**config.mk**
```make
export PLATFORM = sky130hd
export DESIGN_NAME = divratio_serial_load
export DESIGN_NICKNAME = d
export VERILOG_FILES = /design/src/rtl/dsl_pkg.sv /design/src/rtl/dsl_sync.sv /design/src/rtl/dsl_shift.sv /design/src/rtl/dsl_latch.sv /design/src/rtl/divratio_serial_load.sv
export SDC_FILE = /design/constraint.sdc
export NUM_CORES = 1
export LEC_CHECK = 0
export ABC_AREA = 1
export BUFFER_PORTS_ARGS = -buffer_cell sky130_fd_sc_hd__buf_4
export CAP_MARGIN = 40
export CORE_MARGIN = 2
export CORE_UTILIZATION = 40
export DETAILED_ROUTE_END_ITERATION = 12
export MAX_ROUTING_LAYER = met4
export PLACE_DENSITY = 0.6
export SETUP_SLACK_MARGIN = 0.5
export SLEW_MARGIN = 20
export SYNTH_ARGS = -nofsm -noshare
export SYNTH_HDL_FRONTEND = slang
export SYNTH_SLANG_ARGS = --single-unit
```
**constraint.sdc**
```tcl
create_clock -name clk_i -period 0.8 [get_ports clk_i]
set_input_delay 0.08 -clock clk_i [delete_from_list [all_inputs] [get_ports clk_i]]
set_output_delay 0.08 -clock clk_i [all_outputs]
set_load 0.02 [all_outputs]
```
**src/rtl/dsl_pkg.sv**
```systemverilog
package dsl_pkg;
  localparam int unsigned A_W     = 5;
  localparam int unsigned N_W     = 9;
  localparam int unsigned FRAME_W = A_W + N_W;
  localparam int unsigned N_RST   = 32;
  localparam int unsigned SYNC_N  = 2;

  // N occupies the MSB end so a packed cast of the frame splits directly
  typedef struct packed {
    logic [N_W-1:0] n;
    logic [A_W-1:0] a;
  } ratio_t;
endpackage

```
**src/rtl/dsl_sync.sv**
```systemverilog
module dsl_sync #(
  parameter int unsigned W      = 3,
  parameter int unsigned STAGES = 2
) (
  input  logic         clk_i,
  input  logic         rst_ni,
  input  logic [W-1:0] d_i,
  output logic [W-1:0] q_o,
  output logic [W-1:0] rise_o
);
  logic [STAGES-1:0][W-1:0] stg_q;
  logic [W-1:0]             prev_q;

  always_ff @(posedge clk_i or negedge rst_ni) begin
    if (!rst_ni) begin
      stg_q  <= '0;
      prev_q <= '0;
    end else begin
      stg_q[0] <= d_i;
      for (int s = 1; s < STAGES; s++) stg_q[s] <= stg_q[s-1];
      prev_q <= stg_q[STAGES-1];
    end
  end

  assign q_o    = stg_q[STAGES-1];
  assign rise_o = stg_q[STAGES-1] & ~prev_q;

  // an edge pulse never lasts two cycles
  a_r6_rise_single: assert property (@(posedge clk_i) disable iff (!rst_ni)
    (|rise_o) |=> ((rise_o & $past(rise_o)) == '0));
endmodule

```
**src/rtl/dsl_shift.sv**
```systemverilog
module dsl_shift #(
  parameter int unsigned FW = 14
) (
  input  logic          clk_i,
  input  logic          rst_ni,
  input  logic          shift_i,
  input  logic          bit_i,
  output logic [FW-1:0] word_o
);
  logic [FW-1:0] sr_q;

  always_ff @(posedge clk_i or negedge rst_ni) begin
    if (!rst_ni)      sr_q <= '0;
    else if (shift_i) sr_q <= {sr_q[FW-2:0], bit_i};
  end

  assign word_o = sr_q;

  a_r2_bit_in: assert property (@(posedge clk_i) disable iff (!rst_ni)
    shift_i |=> (word_o[0] == $past(bit_i)) && (word_o[FW-1:1] == $past(word_o[FW-2:0])));
  a_r6_no_shift: assert property (@(posedge clk_i) disable iff (!rst_ni)
    !shift_i |=> $stable(word_o));
endmodule

```
**src/rtl/dsl_latch.sv**
```systemverilog
module dsl_latch
  import dsl_pkg::*;
(
  input  logic   clk_i,
  input  logic   rst_ni,
  input  logic   load_i,
  input  ratio_t word_i,
  output ratio_t ratio_o
);
  ratio_t lat_q;

  always_ff @(posedge clk_i or negedge rst_ni) begin
    if (!rst_ni) begin
      lat_q.n <= N_W'(N_RST);
      lat_q.a <= '0;
    end else if (load_i) begin
      lat_q <= word_i;
    end
  end

  assign ratio_o = lat_q;

  a_r5_hold: assert property (@(posedge clk_i) disable iff (!rst_ni)
    !load_i |=> $stable(ratio_o));
  a_r4_follow: assert property (@(posedge clk_i) disable iff (!rst_ni)
    load_i |=> ratio_o == $past(word_i));
endmodule

```
**src/rtl/divratio_serial_load.sv**
```systemverilog
module divratio_serial_load
  import dsl_pkg::*;
(
  input  logic           clk_i,
  input  logic           rst_ni,
  input  logic           sdata_i,
  input  logic           sclk_i,
  input  logic           sle_i,
  output logic [A_W-1:0] a_o,
  output logic [N_W-1:0] n_o
);
  localparam int unsigned PIN_DATA = 0;
  localparam int unsigned PIN_CLK  = 1;
  localparam int unsigned PIN_LE   = 2;

  logic [2:0]         pin_s, pin_rise;
  logic [FRAME_W-1:0] frame;
  ratio_t             ratio;

  dsl_sync #(.W(3), .STAGES(SYNC_N)) u_sync (
    .clk_i  (clk_i),
    .rst_ni (rst_ni),
    .d_i    ({sle_i, sclk_i, sdata_i}),
    .q_o    (pin_s),
    .rise_o (pin_rise)
  );

  dsl_shift #(.FW(FRAME_W)) u_shift (
    .clk_i   (clk_i),
    .rst_ni  (rst_ni),
    .shift_i (pin_rise[PIN_CLK]),
    .bit_i   (pin_s[PIN_DATA]),
    .word_o  (frame)
  );

  dsl_latch u_latch (
    .clk_i   (clk_i),
    .rst_ni  (rst_ni),
    .load_i  (pin_s[PIN_LE]),
    .word_i  (ratio_t'(frame)),
    .ratio_o (ratio)
  );

  assign a_o = ratio.a;
  assign n_o = ratio.n;

  // the swallow field comes from the last bits shifted
  a_r3_split: assert property (@(posedge clk_i) disable iff (!rst_ni)
    pin_s[PIN_LE] |=> (a_o == $past(frame[A_W-1:0])) && (n_o == $past(frame[FRAME_W-1:A_W])));
endmodule

```
# [After elaboration in Yosys (flattened, before gate mapping)]
# Index checks and enable logic that the tools add are counted.
[classes] addsub=0 eq_ne=0 bitwise=2 reduce_logical=0 mux=0 multipliers=0 n_lt_le_gt_ge=0 div_mod_pow=0 shifts=0
[ops] op="2-bit AND" count=1
[ops] op="2-bit inverter" count=1
[word_totals] out_inout_bits=14 latchBits=0 reg_bits=36 memories=0 elab_cells=8 romBits=0 ram_bits=0 inputBits=5

# [Logic depth before layout (Yosys ltp)]
# Gate-level depths: netlist of the first run.
[logic_depth] word_depth=2 mapped_depth=5 mapped_depth_nobuf=4

# [Modules after synthesis]
# Synthesis of the first run repeated with hierarchy kept, for this count alone.
[unflattened] hier_cells=136 hier_area_um2=1340.0
[modules_own_cells] mod="dsl_latch" cells_per_inst=59 area_each_um2=531.8 instances=1 seq_area_each_um2=351.6
[modules_own_cells] mod="dsl_shift" cells_per_inst=59 area_each_um2=530.5 instances=1 seq_area_each_um2=350.3
[modules_own_cells] mod="dsl_sync" cells_per_inst=18 area_each_um2=277.8 instances=1 seq_area_each_um2=225.2

# [Worst setup path after synthesis of the first run]
# Ideal clock, no wire load.
[synth_path] path_kind="register -> register" start="reg u_sync.stg_q, in the netlist u_sync.q_o[2]" end="reg u_latch.lat_q, in the netlist u_latch.ratio_o[4]" t_arrival_ns=0.748 t_required_ns=0.673 period_less_slack_ns=0.875 stages_incl_launch_ff=5 path_buffers=2 slack_ns=-0.075 setup_ns=0.127 cell_sequence="dfrtp_1 buf_2 buf_4 nand2_1 o21ai_0"
[synth_rtl] element="start: declaration" line="dsl_sync.sv:11" source="logic [STAGES-1:0][W-1:0] stg_q;"
[synth_rtl] element="end signal: assignment" line="dsl_latch.sv:17" source="lat_q <= word_i;"
[synth_rtl] element="end: declaration" line="dsl_latch.sv:10" source="ratio_t lat_q;"

# [Worst setup path in the final report of the first run]
[layout_path] start="reg u_latch.lat_q, in the netlist u_latch.ratio_o[10]" end="out n_o[5]"
[layout_rtl] element="end: declaration" line="divratio_serial_load.sv:10" source="output logic [N_W-1:0] n_o"
# No word-level cell between the ends.

==> out/metrics.cfg, run 1 <==
[global_routing]
grt_max_degree = 36
busiest_layer = met2
grtUsageMet1 = 0.227
grt_first_pass_wirelength_um = 4210
met3_usage = 0.0384
use_met2 = 0.235
grt_usage = 0.170
overflow = 0
antenna_found_initial = 0
grt_pass1_vias = 867

[sta]
rsz0062_at_grt = true
fin_ws_ns = -0.273
worst_slew_pin_slew_ns = 0.435
hold_viol_final = 38
finalSetupViolations = 42
relSlewSlack = 0.710
period_minus_slack_ns = 1.07
period_share = 1.34
skew_ns = 0.0105
finalMaxSlewViolations = 0
max_freq_mhz = 932
holdWs_ns = -0.317

[synthesis]
synth_area_leaders = dfrtp_1, nand2_1, nand3_1, inv_1, o21ai_0
synth_edf_count = 0
yosysWarnings = 0
ys_ff_latch = 35
syn_inst = 127
ys_types = 12
post-synth-top-area-fraction = 0.664
seq_area_frac_synth = 0.685
syn-cell-area_sq_mm = 0.00128
post-synth-top-count-cell = nand2_1
yosys.area.top_type = dfrtp_1
synth_nets = 132
async_flop_share = 1.00
synthTopCellsByCount = nand2_1, dfrtp_1, inv_1, nand3_1, o21ai_0
synth_area_per_cell_sq_um = 10.1
ys.flop_type = dfrtp_1

[critical_path]
rr_startpoint = u_sync.q_o[1]$_DFF_PN0_
worstPathRequired_ns = 0.72
critPathMaxFanout = 2
crit_buf_inv = 1
end_kind = output pin
path_class = reg -> out
path_delay_family = flip-flops
worstSetupStartpointType = register
startpoint = u_latch.ratio_o[10]$_DFFE_PN1P_
slowest_stage = dfstp_2
cp.depth = 1
worstRegToRegCells = 3
arrival_ns = 0.99
path_cells = buf_6
max_stage_delay_ns = 0.55

[routing]
dr.first_iter.drc_count = 34
viasPerCell = 4.74
drt_pre_antenna_iters = 4
drc_errors = 0
drtAntennaViolNets = 0
wl_um = 2670
via_count = 967
routedWlPerCell_um = 13.1

[floorplanning]
fp.coreArea_sq_mm = 0.00305
die_h_um = 60.6
die-area_sq_mm = 0.00367
boundaryPins = 19
initial_core_util = 0.420
die_w_um = 60.6
rows = 20

[cts]
cts.sinks = 35
path_clk_slew_ns = 0.11
cts_tree = yes
root_buffer = clkbuf_4
clockBufferDepth = 2
clk_latency_ns = 0.33
h-tree-depth = 2
cts_inserted_buffers = 5

[outcome]
violations = negative hold slack, negative setup slack
outcome = complete, but fails checks

[cells_and_area]
drive_gt1_frac = 0.625
final_nets = 164
antenna_cells = 0
area_growth_pct = 53.2
finalInstanceArea_sq_mm = 0.00196
stdcell_count = 204

[place]
port_buffers = 18
place_area_sq_mm = 0.00150
placedCellCount = 189
gp_congestion = 0.732
place_hpwl_um = 1390

[power_and_ir_drop]
static-leakage-power_nw = 0.941
ir_drop_uv = 1440
power_density_mw_per_mm2 = 2330

[job]
cap_violations = 0

[hold_path]
hold_class = in -> async

==> worst paths after layout <==
path	endpoint	slack (ns)
hold reg to reg	u_sync.q_o[2]$_DFF_PN0_	0.35
max in group asynchronous	u_latch.ratio_o[13]$_DFFE_PN0P_	0.78
setup reg to reg	u_shift.word_o[6]$_DFFE_PN0P_	-0.10
setup / recovery	n_o[5]	-0.27
hold / removal	u_shift.word_o[11]$_DFFE_PN0P_	-0.32
min in group clk_i	u_sync.stg_q[0]$_DFF_PN0_	-0.15
==> area by class of cell <==
type	instances	area, sq um
Clock buffer	8	68.8
Inverter	15	58.8
Sequential cell	35	896
Multi-Input combinational cell	72	529
Tap cell	44	55.1
Fill cell	243	1090
Timing Repair Buffer	30	355
==> layout by cell type (no fill, tap or decap), types with 2 or more instances in the layout <==
master      n
nand2_1    23
buf_6      20
dfrtp_1    19
dfrtp_2    15
inv_1      14
nand3_2    13
nand2_2    12
o21ai_2    10
nand2_4     9
buf_4       6
clkbuf_4    5
o21ai_1     3
clkbuf_8    2
clkbuf_16   2
==> logic make-up after synthesis <==
group,synth area share
AND/OR/NAND/NOR,0.183
buffers and inverters,0.0781
flip-flops,0.685
AO/OA/AOI/OAI,0.0547
==> where the power goes <==
group / total (mW) / switching, mW / internal, mW
registers: 2.39 / 0.309 / 2.08
clock network: 1.07 / 0.554 / 0.517
logic: 1.12 / 0.556 / 0.563
total: 4.58 / 1.42 / 3.16
==> metal layers <==
metal  share of wire  vias to the layer above
met5               0                        -
met4           0.024                        0
met3           0.036                        9
met2            0.51                       28
met1            0.43                      469
li1                -                      461
==> what timing repair did <==
action	in CTS	in global routing
gates cloned	3	1
pin swaps	27	17
endpoints found under the setup margin	46	46
endpoints found under the hold margin	37	37
buffers inserted	2	1
gates resized for setup	54	30
==> state kept, by name, indices dropped and copies added, names as in the netlist <==
signal,cells
u_sync.stg_q,3
u_sync.q_o,3
u_shift.word_o,14
u_sync.prev_q,1
u_latch.ratio_o,14
==> stage by stage <==
stage               utilization  total power, mW  setup slack, ns  setup TNS, ns
floorplan                     -             2.73          -0.0520         -0.787
global placement          0.492             3.06          -0.0416         -0.440
detailed placement        0.492             3.09          -0.0946          -1.02
CTS                       0.602             4.45           -0.283          -4.39
global route              0.643             4.81           -0.310          -5.77
finish                    0.643             4.58           -0.273          -4.40
Note: power is estimated with default switching activity, not from simulation.
==> run 2, diff against run 1 <==
--- a/config.mk
+++ b/config.mk
@@ -5,11 +5,11 @@
 export SDC_FILE = /design/constraint.sdc
 export NUM_CORES = 1
 export LEC_CHECK = 0
-export ABC_AREA = 1
-export BUFFER_PORTS_ARGS = -buffer_cell sky130_fd_sc_hd__buf_4
+export BUFFER_PORTS_ARGS = -buffer_cell sky130_fd_sc_hd__buf_2
 export CAP_MARGIN = 40
 export CORE_MARGIN = 2
 export CORE_UTILIZATION = 40
+export CTS_CLUSTER_DIAMETER = 200
 export DETAILED_ROUTE_END_ITERATION = 12
 export MAX_ROUTING_LAYER = met4
 export PLACE_DENSITY = 0.6
==> out/metrics.cfg, run 2 <==
[routing]
top_layer = met4
drtAntennaViolNets = 0
drc_errors = 0
drt_pre_antenna_iters = 2
routedWlPerCell_um = 13.7
met3_length_um = 114
wl_um = 2050
wl_met2_um = 1030
via_count = 675
dr.first_iter.drc_count = 12
met1_length_um = 856
viasPerCell = 4.50

[critical_path]
worstRegToRegCells = 3
reg2reg_slack_ns = -0.35
worstPathRequired_ns = 1.03
rr_startpoint = u_sync.q_o[1]$_DFF_PN0_
worstSetupStartpointType = register
critPathMaxFanout = 5
rr_endpoint = u_shift.word_o[5]$_DFFE_PN0P_
end_kind = register
path_class = reg -> reg
arrival_ns = 1.38

[power_and_ir_drop]
internal_power_mw = 4.77
switching_share = 0.278
static-leakage-power_nw = 0.862
power_density_mw_per_mm2 = 3690
pwr-share-clk = 0.198
p_seq_frac = 0.447
ir_drop_uv = 1910
comb_power_share = 0.355
switchingPower_mw = 1.84

[sta]
rsz0062_at_grt = true
skew_ns = 0.0154
period_minus_slack_ns = 1.15
max_freq_mhz = 870
tns_ns = -10.55
holdWs_ns = -0.328
relSlewSlack = 0.880
fin_ws_ns = -0.350
hold_viol_final = 38
worst_slew_pin_slew_ns = 0.180
finalMaxSlewViolations = 0
period_share = 1.44
finalSetupViolations = 42

[synthesis]
syn-cell-area_sq_mm = 0.00128
post-synth-top-count-cell = dfrtp_1
post-synth-top-area-fraction = 0.663
async_flop_share = 1.00
yosys.area.top_type = dfrtp_1
synth-xor-area-share = 0
synth_area_leaders = dfrtp_1, mux2_2, mux2_4, dfstp_2, buf_12
synthTopCellsByCount = dfrtp_1, mux2_2, mux2_4
synth_area_per_cell_sq_um = 19.1
synth_fa_ha_area_frac = 0
ys_ff_latch = 35
synth_edf_count = 0
yosysWarnings = 0
synth_top_family_by_area = multiplexers
synth-simple-area-share = 0.0107
seq_area_frac_synth = 0.684
synthMuxAreaShare = 0.275
synth_compound_area_frac = 0
synth_nets = 72
ys.flop_type = dfrtp_1
syn_inst = 67
ys_types = 8

[cts]
path_clk_slew_ns = 0.11
cts.sinks = 35
h-tree-depth = 2
clockBufferDepth = 2
cts_inserted_buffers = 5
cts_tree = yes
clk_latency_ns = 0.34
root_buffer = clkbuf_4

[global_routing]
grt_usage = 0.139
antenna_found_initial = 0
grt_first_pass_wirelength_um = 3350
grt_pass1_vias = 690
overflow = 0
grt_max_degree = 36

[floorplanning]
die-area_sq_mm = 0.00368
die_w_um = 60.6
die_h_um = 60.6
fp.coreArea_sq_mm = 0.00305
rows = 20
boundaryPins = 19
initial_core_util = 0.420

[outcome]
outcome = complete, but fails checks
violations = negative hold slack, negative setup slack

[place]
gp_congestion = 0.687
dpl_worst_slack_ns = -0.334
port_buffers = 18
place_hpwl_um = 1230

[cells_and_area]
drive_gt1_frac = 0.811
final_nets = 110
antenna_cells = 0
fin_util = 0.586
final_common_cell = mux2_4
area_growth_pct = 39.6
mostFrequentLayoutCells = mux2_4, dfrtp_1, buf_6

[hold_path]
hold_class = in -> async

[job]
cap_violations = 0

## run 2: layout make-up
cell class                      count  area, sq um
Timing Repair Buffer               34          333
Clock inverter                      2         35.0
Clock buffer                        6         51.3
Multi-Input combinational cell     29          419
Sequential cell                    35          897
Fill cell                         251         1260
Tap cell                           44         55.1
## run 2: worst max-delay path by stage
| stage | slack [ns] | depth (start not counted) | startpoint | endpoint |
|---|---|---|---|---|
| after detailed placement | -0.33 | 3 | u_sync.prev_q[1]$_DFF_PN0_ | u_shift.word_o[4]$_DFFE_PN0P_ |
| final | -0.35 | 3 | u_sync.q_o[1]$_DFF_PN0_ | u_shift.word_o[5]$_DFFE_PN0P_ |
| after global placement | -0.32 | 1 | u_sync.q_o[2]$_DFF_PN0_ | u_latch.ratio_o[13]$_DFFE_PN0P_ |
| after floorplan | -0.34 | 4 | u_sync.prev_q[1]$_DFF_PN0_ | u_shift.word_o[10]$_DFFE_PN0P_ |
| after CTS | -0.35 | 3 | u_sync.prev_q[1]$_DFF_PN0_ | u_shift.word_o[10]$_DFFE_PN0P_ |
| after global routing | -0.40 | 3 | u_sync.q_o[1]$_DFF_PN0_ | u_shift.word_o[4]$_DFFE_PN0P_ |
## run 2: critical path: stages (launching register included)
cell and delay, ns:
dfrtp_1 0.38, nor2b_4 0.19, buf_4 0.18, mux2_4 0.30
## run 2: power groups by stage
stage | sequential (mW) | combinational [mW] | clock (mW)
after CTS | 2.96 | 2.36 | 1.36
after floorplan | 3.22 | 0.932 | 0
after global routing | 3.06 | 2.50 | 1.44
final | 2.96 | 2.35 | 1.31
after detailed placement | 2.93 | 1.75 | 0
after global placement | 2.92 | 1.72 | 0
## run 2: layer usage
layer  vias to the layer above  GRT usage
met3                         6     0.0640
met5                         -          -
met1                       349      0.171
met4                         0     0.0652
met2                        16      0.194
li1                        304          -
## run 2: per-stage QoR
stage	power, mW	hold slack [ns]	area [sq um]	std cells
6_report	6.61	-0.328	1790	150
5_1_grt	7.01	-0.333	1790	150
4_1_cts	6.68	-0.330	1770	149
3_5_place_dp	4.68	0.0535	1510	131
3_3_place_gp	4.64	0.0521	1510	131
2_1_floorplan	4.15	-0.216	1360	67
## run 2: cell families (layout without fill, tap and decap cells)
group	Yosys count	count (layout)
buf+inv	3	42
flops	35	35
mux	28	28
simple gates	1	1
## run 2: repair_timing
item	CTS	global route
endpoints found under the setup margin	46	46
buffers inserted	10	1
hold endpoints to repair	38	38
gates resized for setup	32	3
